<file path="src/rtl/gpio_pkg.sv">
package gpio_pkg;
  typedef enum logic {
    SEL_LATCH = 1'b0,
    SEL_DIR   = 1'b1
  } reg_sel_e;

  typedef struct packed {
    logic out;
    logic oe;
    logic ie;
  } pad_ctl_t;
endpackage

</file>
<file path="src/rtl/gpio_regs.sv">
module gpio_regs #(
  parameter int PINS  = 6,
  parameter int REG_W = 8
) (
  input  logic             clk,
  input  logic             rst,
  input  logic             wr,
  input  logic             addr,
  input  logic [REG_W-1:0] wdata,
  output logic [PINS-1:0]  latch_q,
  output logic [PINS-1:0]  dir_q
);
  import gpio_pkg::*;

  always_ff @(posedge clk) begin
    if (rst) begin
      latch_q <= '0;
      dir_q   <= '0;
    end else if (wr) begin
      if (reg_sel_e'(addr) == SEL_LATCH) latch_q <= wdata[PINS-1:0];
      else                               dir_q   <= wdata[PINS-1:0];
    end
  end

  logic unused_hi;
  assign unused_hi = ^wdata[REG_W-1:PINS];
endmodule

</file>
<file path="src/rtl/gpio_sync.sv">
module gpio_sync #(
  parameter int W      = 6,
  parameter int STAGES = 2
) (
  input  logic         clk,
  input  logic         rst,
  input  logic [W-1:0] d,
  output logic [W-1:0] q
);
  logic [STAGES-1:0][W-1:0] chain;

  always_ff @(posedge clk) begin
    if (rst) chain[0] <= '0;
    else     chain[0] <= d;
  end

  for (genvar s = 1; s < STAGES; s++) begin : g_stage
    always_ff @(posedge clk) begin
      if (rst) chain[s] <= '0;
      else     chain[s] <= chain[s-1];
    end
  end

  assign q = chain[STAGES-1];
endmodule

</file>
<file path="src/rtl/gpio_pin_ctl.sv">
module gpio_pin_ctl (
  input  logic latch_bit,
  input  logic dir_bit,
  input  logic dig_en,
  input  logic dig_out,
  input  logic dig_oe,
  input  logic ana_en,
  input  logic sync_bit,
  output gpio_pkg::pad_ctl_t ctl,
  output logic rd_bit
);
  logic own_path;
  logic dig_path;

  assign own_path = ~dig_en;
  assign dig_path = dig_en;

  always_comb begin
    ctl.oe  = ((own_path & dir_bit) | (dig_path & dig_oe)) & ~ana_en;
    ctl.out = (own_path ? latch_bit : dig_out) & ~ana_en;
    ctl.ie  = ~ana_en;
  end

  always_comb begin
    if (dir_bit)     rd_bit = latch_bit;
    else if (ctl.ie) rd_bit = sync_bit;
    else             rd_bit = 1'b0;
  end
endmodule

</file>
<file path="src/rtl/gpio_shared_port.sv">
module gpio_shared_port #(
  parameter int PINS        = 6,
  parameter int REG_W       = 8,
  parameter int SYNC_STAGES = 2
) (
  input  logic             clk,
  input  logic             rst,
  input  logic             lp_hold,
  input  logic             reg_wr,
  input  logic             reg_rd,
  input  logic             reg_addr,
  input  logic [REG_W-1:0] reg_wdata,
  output logic [REG_W-1:0] reg_rdata,
  input  logic [PINS-1:0]  alt_en,
  input  logic [PINS-1:0]  alt_out,
  input  logic [PINS-1:0]  alt_oe,
  input  logic [PINS-1:0]  ana_en,
  input  logic [PINS-1:0]  pad_in,
  output logic [PINS-1:0]  sync_in,
  output logic [PINS-1:0]  pad_out,
  output logic [PINS-1:0]  pad_oe,
  output logic [PINS-1:0]  pad_ie
);
  import gpio_pkg::*;

  localparam int PAD_W = REG_W - PINS;

  logic [PINS-1:0] latch_q;
  logic [PINS-1:0] dir_q;
  logic [PINS-1:0] rd_bits;
  logic [PINS-1:0] nxt_out;
  logic [PINS-1:0] nxt_oe;
  logic [PINS-1:0] nxt_ie;

  gpio_regs #(.PINS(PINS), .REG_W(REG_W)) regs_i (
    .clk     (clk),
    .rst     (rst),
    .wr      (reg_wr),
    .addr    (reg_addr),
    .wdata   (reg_wdata),
    .latch_q (latch_q),
    .dir_q   (dir_q)
  );

  gpio_sync #(.W(PINS), .STAGES(SYNC_STAGES)) sync_i (
    .clk (clk),
    .rst (rst),
    .d   (pad_in),
    .q   (sync_in)
  );

  for (genvar p = 0; p < PINS; p++) begin : g_pin
    pad_ctl_t ctl;
    gpio_pin_ctl pin_i (
      .latch_bit (latch_q[p]),
      .dir_bit   (dir_q[p]),
      .dig_en    (alt_en[p]),
      .dig_out   (alt_out[p]),
      .dig_oe    (alt_oe[p]),
      .ana_en    (ana_en[p]),
      .sync_bit  (sync_in[p]),
      .ctl       (ctl),
      .rd_bit    (rd_bits[p])
    );
    assign nxt_out[p] = ctl.out;
    assign nxt_oe[p]  = ctl.oe;
    assign nxt_ie[p]  = ctl.ie;
  end

  always_ff @(posedge clk) begin
    if (rst) begin
      pad_out <= '0;
      pad_oe  <= '0;
      pad_ie  <= '0;
    end else if (!lp_hold) begin
      pad_out <= nxt_out;
      pad_oe  <= nxt_oe;
      pad_ie  <= nxt_ie;
    end
  end

  always_ff @(posedge clk) begin
    if (rst) begin
      reg_rdata <= '0;
    end else if (reg_rd) begin
      if (reg_sel_e'(reg_addr) == SEL_LATCH) reg_rdata <= {{PAD_W{1'b0}}, rd_bits};
      else                                   reg_rdata <= {{PAD_W{1'b0}}, dir_q};
    end
  end
endmodule

</file>
<file path="config.mk">
export PLATFORM = sky130hd
export DESIGN_NAME = gpio_shared_port
export DESIGN_NICKNAME = d
export VERILOG_FILES = /design/src/rtl/gpio_pkg.sv /design/src/rtl/gpio_regs.sv /design/src/rtl/gpio_sync.sv /design/src/rtl/gpio_pin_ctl.sv /design/src/rtl/gpio_shared_port.sv
export SDC_FILE = /design/constraint.sdc
export NUM_CORES = 1
export LEC_CHECK = 0
export BUFFER_PORTS_ARGS = -buffer_cell sky130_fd_sc_hd__buf_2
export CAP_MARGIN = 20
export CORE_MARGIN = 1
export CORE_UTILIZATION = 40
export DETAILED_ROUTE_END_ITERATION = 16
export GPL_ROUTABILITY_DRIVEN = 1
export PLACE_DENSITY = 0.63
export SLEW_MARGIN = 5
export SYNTH_ARGS = -nofsm -noshare
export SYNTH_HDL_FRONTEND = slang
export SYNTH_SLANG_ARGS = --single-unit
</file>
<file path="constraint.sdc">
create_clock -name clk -period 1.6 [get_ports clk]
set_clock_uncertainty 0.05 [all_clocks]
set_input_delay 0.16 -clock clk [delete_from_list [all_inputs] [get_ports clk]]
set_output_delay 0.16 -clock clk [all_outputs]
set_load 0.05 [all_outputs]
</file>
==> results of run 1 <==
-- power by group through the flow --
stage	registers, mW	logic [mW]	clock network (mW)
final	1.28	0.399	0.673
after detailed placement	1.31	0.402	0
after global placement	1.31	0.399	0
after global routing	1.29	0.431	0.734
after floorplan	1.39	0.204	0
after CTS	1.28	0.404	0.696
-- final timing paths --
check                               startpoint                    endpoint  slack (ns)
setup / recovery        sync_i.q[3]$_SDFF_PP0_                  sync_in[3]        0.42
hold / removal                       pad_in[1]  sync_i.chain[1]$_SDFF_PP0_        0.02
setup reg to reg  regs_i.dir_q[2]$_SDFFE_PP0P_   reg_rdata[2]$_SDFFE_PP0P_        0.65
hold reg to reg     sync_i.chain[2]$_SDFF_PP0_      sync_i.q[2]$_SDFF_PP0_        0.39
-- state kept, by name (all words and copies together), names as in the netlist --
name and cells:
regs_i.dir_q 6, sync_i.q 6, reg_rdata 6, pad_oe 6
pad_ie 6, regs_i.latch_q 6, pad_out 6, sync_i.chain 6
-- metal layers --
layer / up-vias / routed length [um] / track usage [%]
met1: 714 / 2019 / 21.18
met3: 6 / 267 / 6.250
met2: 48 / 1812 / 26.06
met5: - / 0 / 0
li1: 822 / - / -
met4: 0 / 57 / 5.229
-- Yosys cell counts (5+ instances only) --
master	count	area (um2)
sky130_fd_sc_hd__buf_2	6	30.03
sky130_fd_sc_hd__nand3_1	6	30.03
sky130_fd_sc_hd__nor2_1	27	101.4
sky130_fd_sc_hd__nor2b_1	12	75.07
sky130_fd_sc_hd__nand2_1	19	71.32
sky130_fd_sc_hd__buf_4	9	67.56
sky130_fd_sc_hd__mux2i_1	18	180.2
sky130_fd_sc_hd__a21oi_1	16	80.08
sky130_fd_sc_hd__dfxtp_1	48	960.9
sky130_fd_sc_hd__o21ai_1	12	60.06
sky130_fd_sc_hd__or3_1	6	37.54
sky130_fd_sc_hd__or2b_1	5	37.54
-- logic make-up (layout without fill, tap and decap cells) --
logic type,Yosys count,count (layout)
compound gates,30,30
buf+inv,20,82
flops,48,48
mux,18,18
other cells,1,2
simple gates,93,93
-- final cells by class --
cell class	count	share of cell area, %
sequential	48	40.15
multi-input combinational	143	36.49
clock inverter	1	0.2091
tap	67	3.502
clock buffer	6	3.032
timing repair buffer	75	16.62
-- through the flow --
step           instances  util, %  area [um2]  hold slack (ns)
2_1_floorplan        211        -        1984           0.2382
3_3_place_gp         333    48.71        2316           0.3164
3_5_place_dp         333    48.71        2316           0.3252
4_1_cts              340    50.34        2394          0.01518
5_1_grt              340    50.34        2394          0.01525
6_report             340    50.34        2394          0.01618
==> impl_metrics.env, run 1 <==
export IMPL_antenna_left=0
export IMPL_share_of_synthesized_cell_area_in_full_adder_half_adder_and_majority_cells_pct=0
export IMPL_combinationalPowerShare_pct=17.0
export IMPL_p_int_mw=1.687
export IMPL_first_global_vias=1381
export IMPL_drtPass1Iterations=4
export IMPL_crit_cells=1
export IMPL_clk_transition_reported_paths_ns=0.08
export IMPL_power_density_mw_per_mm2=982.4
export IMPL_hold_buffers=0
export IMPL_timing_final_crit_period_ns=1.181
export IMPL_critical_path_top_delay_family="flip-flops"
export IMPL_timing_worst_setup_path_type="flop to output pin"
export IMPL_post_cts_repair_setup_buffers=0
export IMPL_drive_above_1_share_pct=34.07
export IMPL_routed_via_density=4.676
export IMPL_fin_ws_ns=0.4190
export IMPL_synth_top_family_by_area="simple AND/OR/NAND/NOR gates"
export IMPL_timing_critical_path_to_type="output pin"
export IMPL_post_synth_and_or_nand_nor_area_fraction_pct=26.66
export IMPL_max_cap_violations=0
export IMPL_final_fill_count=483
export IMPL_gpl_final_weighted_congestion=0.7296
export IMPL_setup_tns_final_ns=0
export IMPL_numPortBuffers=71
export IMPL_min_delay_worst_type="input port to flop"
export IMPL_mux_contribution_to_synthesized_area_pct=9.097
export IMPL_synth_xor_area_share_pct=0
export IMPL_clock_sinks=48
export IMPL_dp_slack_ns=0.3191
export IMPL_grt_antenna_before_repair=0
export IMPL_cellLeakagePower_nw=1.092
export IMPL_ys_async_sr_fraction_pct=0
export IMPL_area_growth_pct=20.85
export IMPL_largest_net_degree_at_the_start_of_global_routing=21
export IMPL_critical_path_required_ns=1.39
export IMPL_design_final_nets=317
export IMPL_cp_slowest_stage_delay_ns=0.39
export IMPL_timing_final_setup_violations=0
export IMPL_switching_share_pct=28.27
export IMPL_routed_wl_um=4156
export IMPL_postCtsResizedCells=0
export IMPL_crit_path_top_delay_cell="sky130_fd_sc_hd__dfxtp_1"
export IMPL_antennaDiodeCount=0
export IMPL_detail_route_wl_per_cell_um=12.22
export IMPL_multi_input_area_um2=873.3
export IMPL_power_switching_mw=0.6647
export IMPL_worstHoldPathCells=2
export IMPL_chain_of_cells_forming_the_critical_path="buf_2"
export IMPL_gr_overflow_total=0
export IMPL_top_level_ports=76
export IMPL_ys_seq_area_share_pct=48.52
export IMPL_status="complete, no violations"
export IMPL_grt_setup_unrepaired="false"
export IMPL_ff2ff_path_depth=2
export IMPL_clock_tree_root_cell="sky130_fd_sc_hd__clkbuf_8"
export IMPL_vdd_drop_max_mv=0.5608
export IMPL_drt_initial_drc_count=68
export IMPL_yosys_cell_types_count=26
export IMPL_most_frequent_standard_cell_in_the_layout_excluding_fill_and_tap_cells="sky130_fd_sc_hd__buf_2"
export IMPL_place_detailed_hpwl_um=3038
export IMPL_number_of_enable_type_register_cells_in_the_synthesized_netlist=0
export IMPL_dieWidth_um=72.37
export IMPL_share_seq_of_total_power_pct=54.4
export IMPL_fin_total_pwr_mw=2.351
export IMPL_start_kind="flop"
export IMPL_core_area_mm2=0.004755
export IMPL_groute_usage_overall_pct=16.63
export IMPL_inserted_clock_buffers=5
export IMPL_power_clock_fraction_pct=28.6
export IMPL_crit_arrival_ns=0.97
export IMPL_critical_path_buf_inv_count=1
export IMPL_worstPathMaxFanout=2
export IMPL_clock_fmax_mhz=846.7
export IMPL_dominantRegCellSynth="sky130_fd_sc_hd__dfxtp_1"
export IMPL_synthesis_yosys_warnings=0
export IMPL_initial_utilization_pct=41.66
export IMPL_placementRows=25
export IMPL_final_cell_mix="sky130_fd_sc_hd__buf_2 (71), sky130_fd_sc_hd__dfxtp_1 (48), sky130_fd_sc_hd__nor2_1 (27)"
export IMPL_avgSynthCellArea_um2=9.432
export IMPL_final_min_period_over_clock_period_pct=73.81
export IMPL_chip_height_um=72.37
export IMPL_syn_area_mm2=0.001981
export IMPL_htree_levels=2
export IMPL_complex_gate_fraction_of_the_synthesized_area_pct=7.960
export IMPL_timing_hold_violations_final=0
export IMPL_final_slew_violations=0
export IMPL_final_seq_area_um2=960.9
export IMPL_dieArea_mm2=0.005237
export IMPL_clock_insertion_delay_worst_skew_ns=0.29
export IMPL_grt_pass1_wl_um=6582
export IMPL_cts_tree="done"
export IMPL_cts_buffer_depth=2
export IMPL_detailroute_via_count=1590
export IMPL_remaining_drc_errors=0
export IMPL_synth_seq_cells=48
export IMPL_synthCells=210
(Power assumes the default switching activity.)
==> run 2, diff against run 1 <==
clock period = 1.2 ns   (was 1.6 ns; I/O delays follow)
==> impl_metrics.env, run 2 (synthesized netlist as in run 1, its figures left out) <==
export IMPL_clock_sinks=48
export IMPL_remaining_drc_errors=0
export IMPL_critical_path_required_ns=1.03
export IMPL_area_growth_pct=28.30
export IMPL_cts_buffer_depth=2
export IMPL_crit_path_top_delay_cell="sky130_fd_sc_hd__dfxtp_1"
export IMPL_topRoutingLayerUsed="met4"
export IMPL_vdd_drop_max_mv=0.9025
export IMPL_antennaDiodeCount=0
export IMPL_drive_above_1_share_pct=34.97
export IMPL_route_met3_wl_um=261
export IMPL_drt_initial_drc_count=46
export IMPL_htree_levels=2
export IMPL_timing_hold_violations_final=0
export IMPL_power_density_mw_per_mm2=1347
export IMPL_place_detailed_hpwl_um=3116
export IMPL_placementRows=25
export IMPL_critical_path_top_delay_family="flip-flops"
export IMPL_cellLeakagePower_nw=1.164
export IMPL_design_final_nets=329
export IMPL_first_global_vias=1445
export IMPL_dp_slack_ns=0.1235
export IMPL_clock_fmax_mhz=879.4
export IMPL_detail_route_wl_per_cell_um=11.97
export IMPL_dieArea_mm2=0.005237
export IMPL_clk_transition_reported_paths_ns=0.09
export IMPL_antenna_left=0
export IMPL_top_level_ports=76
export IMPL_groute_usage_overall_pct=16.72
export IMPL_crit_arrival_ns=0.97
export IMPL_most_frequent_standard_cell_in_the_layout_excluding_fill_and_tap_cells="sky130_fd_sc_hd__buf_2"
export IMPL_chip_height_um=72.37
export IMPL_inserted_clock_buffers=5
export IMPL_grt_antenna_before_repair=0
export IMPL_timing_final_crit_period_ns=1.137
export IMPL_fin_total_pwr_mw=3.423
export IMPL_setup_tns_final_ns=0
export IMPL_core_area_mm2=0.004755
export IMPL_wl_met1_um=2040
export IMPL_met2_length_um=1870
export IMPL_max_cap_violations=0
export IMPL_chain_of_cells_forming_the_critical_path="buf_2"
export IMPL_timing_critical_path_to_type="output pin"
export IMPL_routed_wl_um=4224
export IMPL_detailroute_via_count=1618
export IMPL_fin_ws_ns=0.06285
export IMPL_clock_insertion_delay_worst_skew_ns=0.30
export IMPL_cts_tree="done"
export IMPL_dieWidth_um=72.37
export IMPL_cp_slowest_stage_delay_ns=0.39
export IMPL_numPortBuffers=71
export IMPL_worst_r2r_setup_slack_ns=0.25
export IMPL_final_min_period_over_clock_period_pct=94.76
export IMPL_routed_via_density=4.584
export IMPL_final_slew_violations=0
export IMPL_start_kind="flop"
export IMPL_timing_final_setup_violations=0
export IMPL_largest_net_degree_at_the_start_of_global_routing=22
export IMPL_grt_setup_unrepaired="false"
export IMPL_worstPathMaxFanout=2
export IMPL_initial_utilization_pct=41.66
export IMPL_grt_pass1_wl_um=6672
export IMPL_min_delay_worst_type="input port to flop"
export IMPL_status="complete, no violations"
export IMPL_post_cts_repair_setup_buffers=0
export IMPL_critical_path_buf_inv_count=1
export IMPL_clock_tree_root_cell="sky130_fd_sc_hd__clkbuf_8"
export IMPL_drtPass1Iterations=4
export IMPL_final_cell_mix="sky130_fd_sc_hd__buf_2 (71), sky130_fd_sc_hd__dfxtp_1 (48), sky130_fd_sc_hd__nor2_1 (27)"
export IMPL_gpl_final_weighted_congestion=0.7239
export IMPL_timing_worst_setup_path_type="flop to output pin"
export IMPL_gr_overflow_total=0
[run 2: cell type report]
| cell class | instances | area (um2) |
|---|---|---|
| clock buffers | 6 | 72.57 |
| clock inverters | 2 | 35.03 |
| fillers | 488 | 2213 |
| multi-input cells | 143 | 873.3 |
| flip-flops and latches | 48 | 960.9 |
| well taps | 67 | 83.83 |
| repair buffers | 87 | 515.5 |
[run 2: final timing paths]
path | end | startpoint | depth (start not counted)
worst max-delay path | sync_in[3] | sync_i.q[3]$_SDFF_PP0_ | 1
worst min-delay path | regs_i.latch_q[0]$_SDFFE_PP0P_ | reg_wdata[0] | 3
worst max register to register | reg_rdata[5]$_SDFFE_PP0P_ | regs_i.dir_q[5]$_SDFFE_PP0P_ | 3
worst min register to register | sync_i.q[3]$_SDFF_PP0_ | sync_i.chain[3]$_SDFF_PP0_ | 1
[run 2: worst reg2reg max path, stage by stage (launching register included)]
cell                      delay [ns]
sky130_fd_sc_hd__dfxtp_1        0.38
sky130_fd_sc_hd__or2b_1         0.12
sky130_fd_sc_hd__a21oi_1        0.04
sky130_fd_sc_hd__nor4_1         0.27
[run 2: routing by layer]
layer  GRT usage, %  vias up
met3          5.972        6
met1          21.89      715
li1               -      848
met5              0        -
met2          25.75       49
met4          5.229        0
[run 2: metrics by stage]
stage	hold slack (ns)	utilization, %	std cells	instance area [um2]
after global placement	0.2760	49.92	339	2374
after detailed placement	0.2855	49.92	339	2374
after CTS	0.01544	53.45	353	2541
after floorplan	0.1982	-	211	1984
after global routing	0.01812	53.45	353	2541
final	0.02006	53.45	353	2541
[run 2: repair_timing]
item                      in CTS  in global routing
hold buffers                   6                  0
hold endpoints to repair       6                  0
resized for setup              0                  0
[run 2: power by group]
group          internal, mW  total, mW  switching [mW]  leakage, nW
Clock                 0.619       1.15           0.532       0.0552
Combinational         0.216      0.566           0.350        0.715
Sequential             1.67       1.71          0.0403        0.394
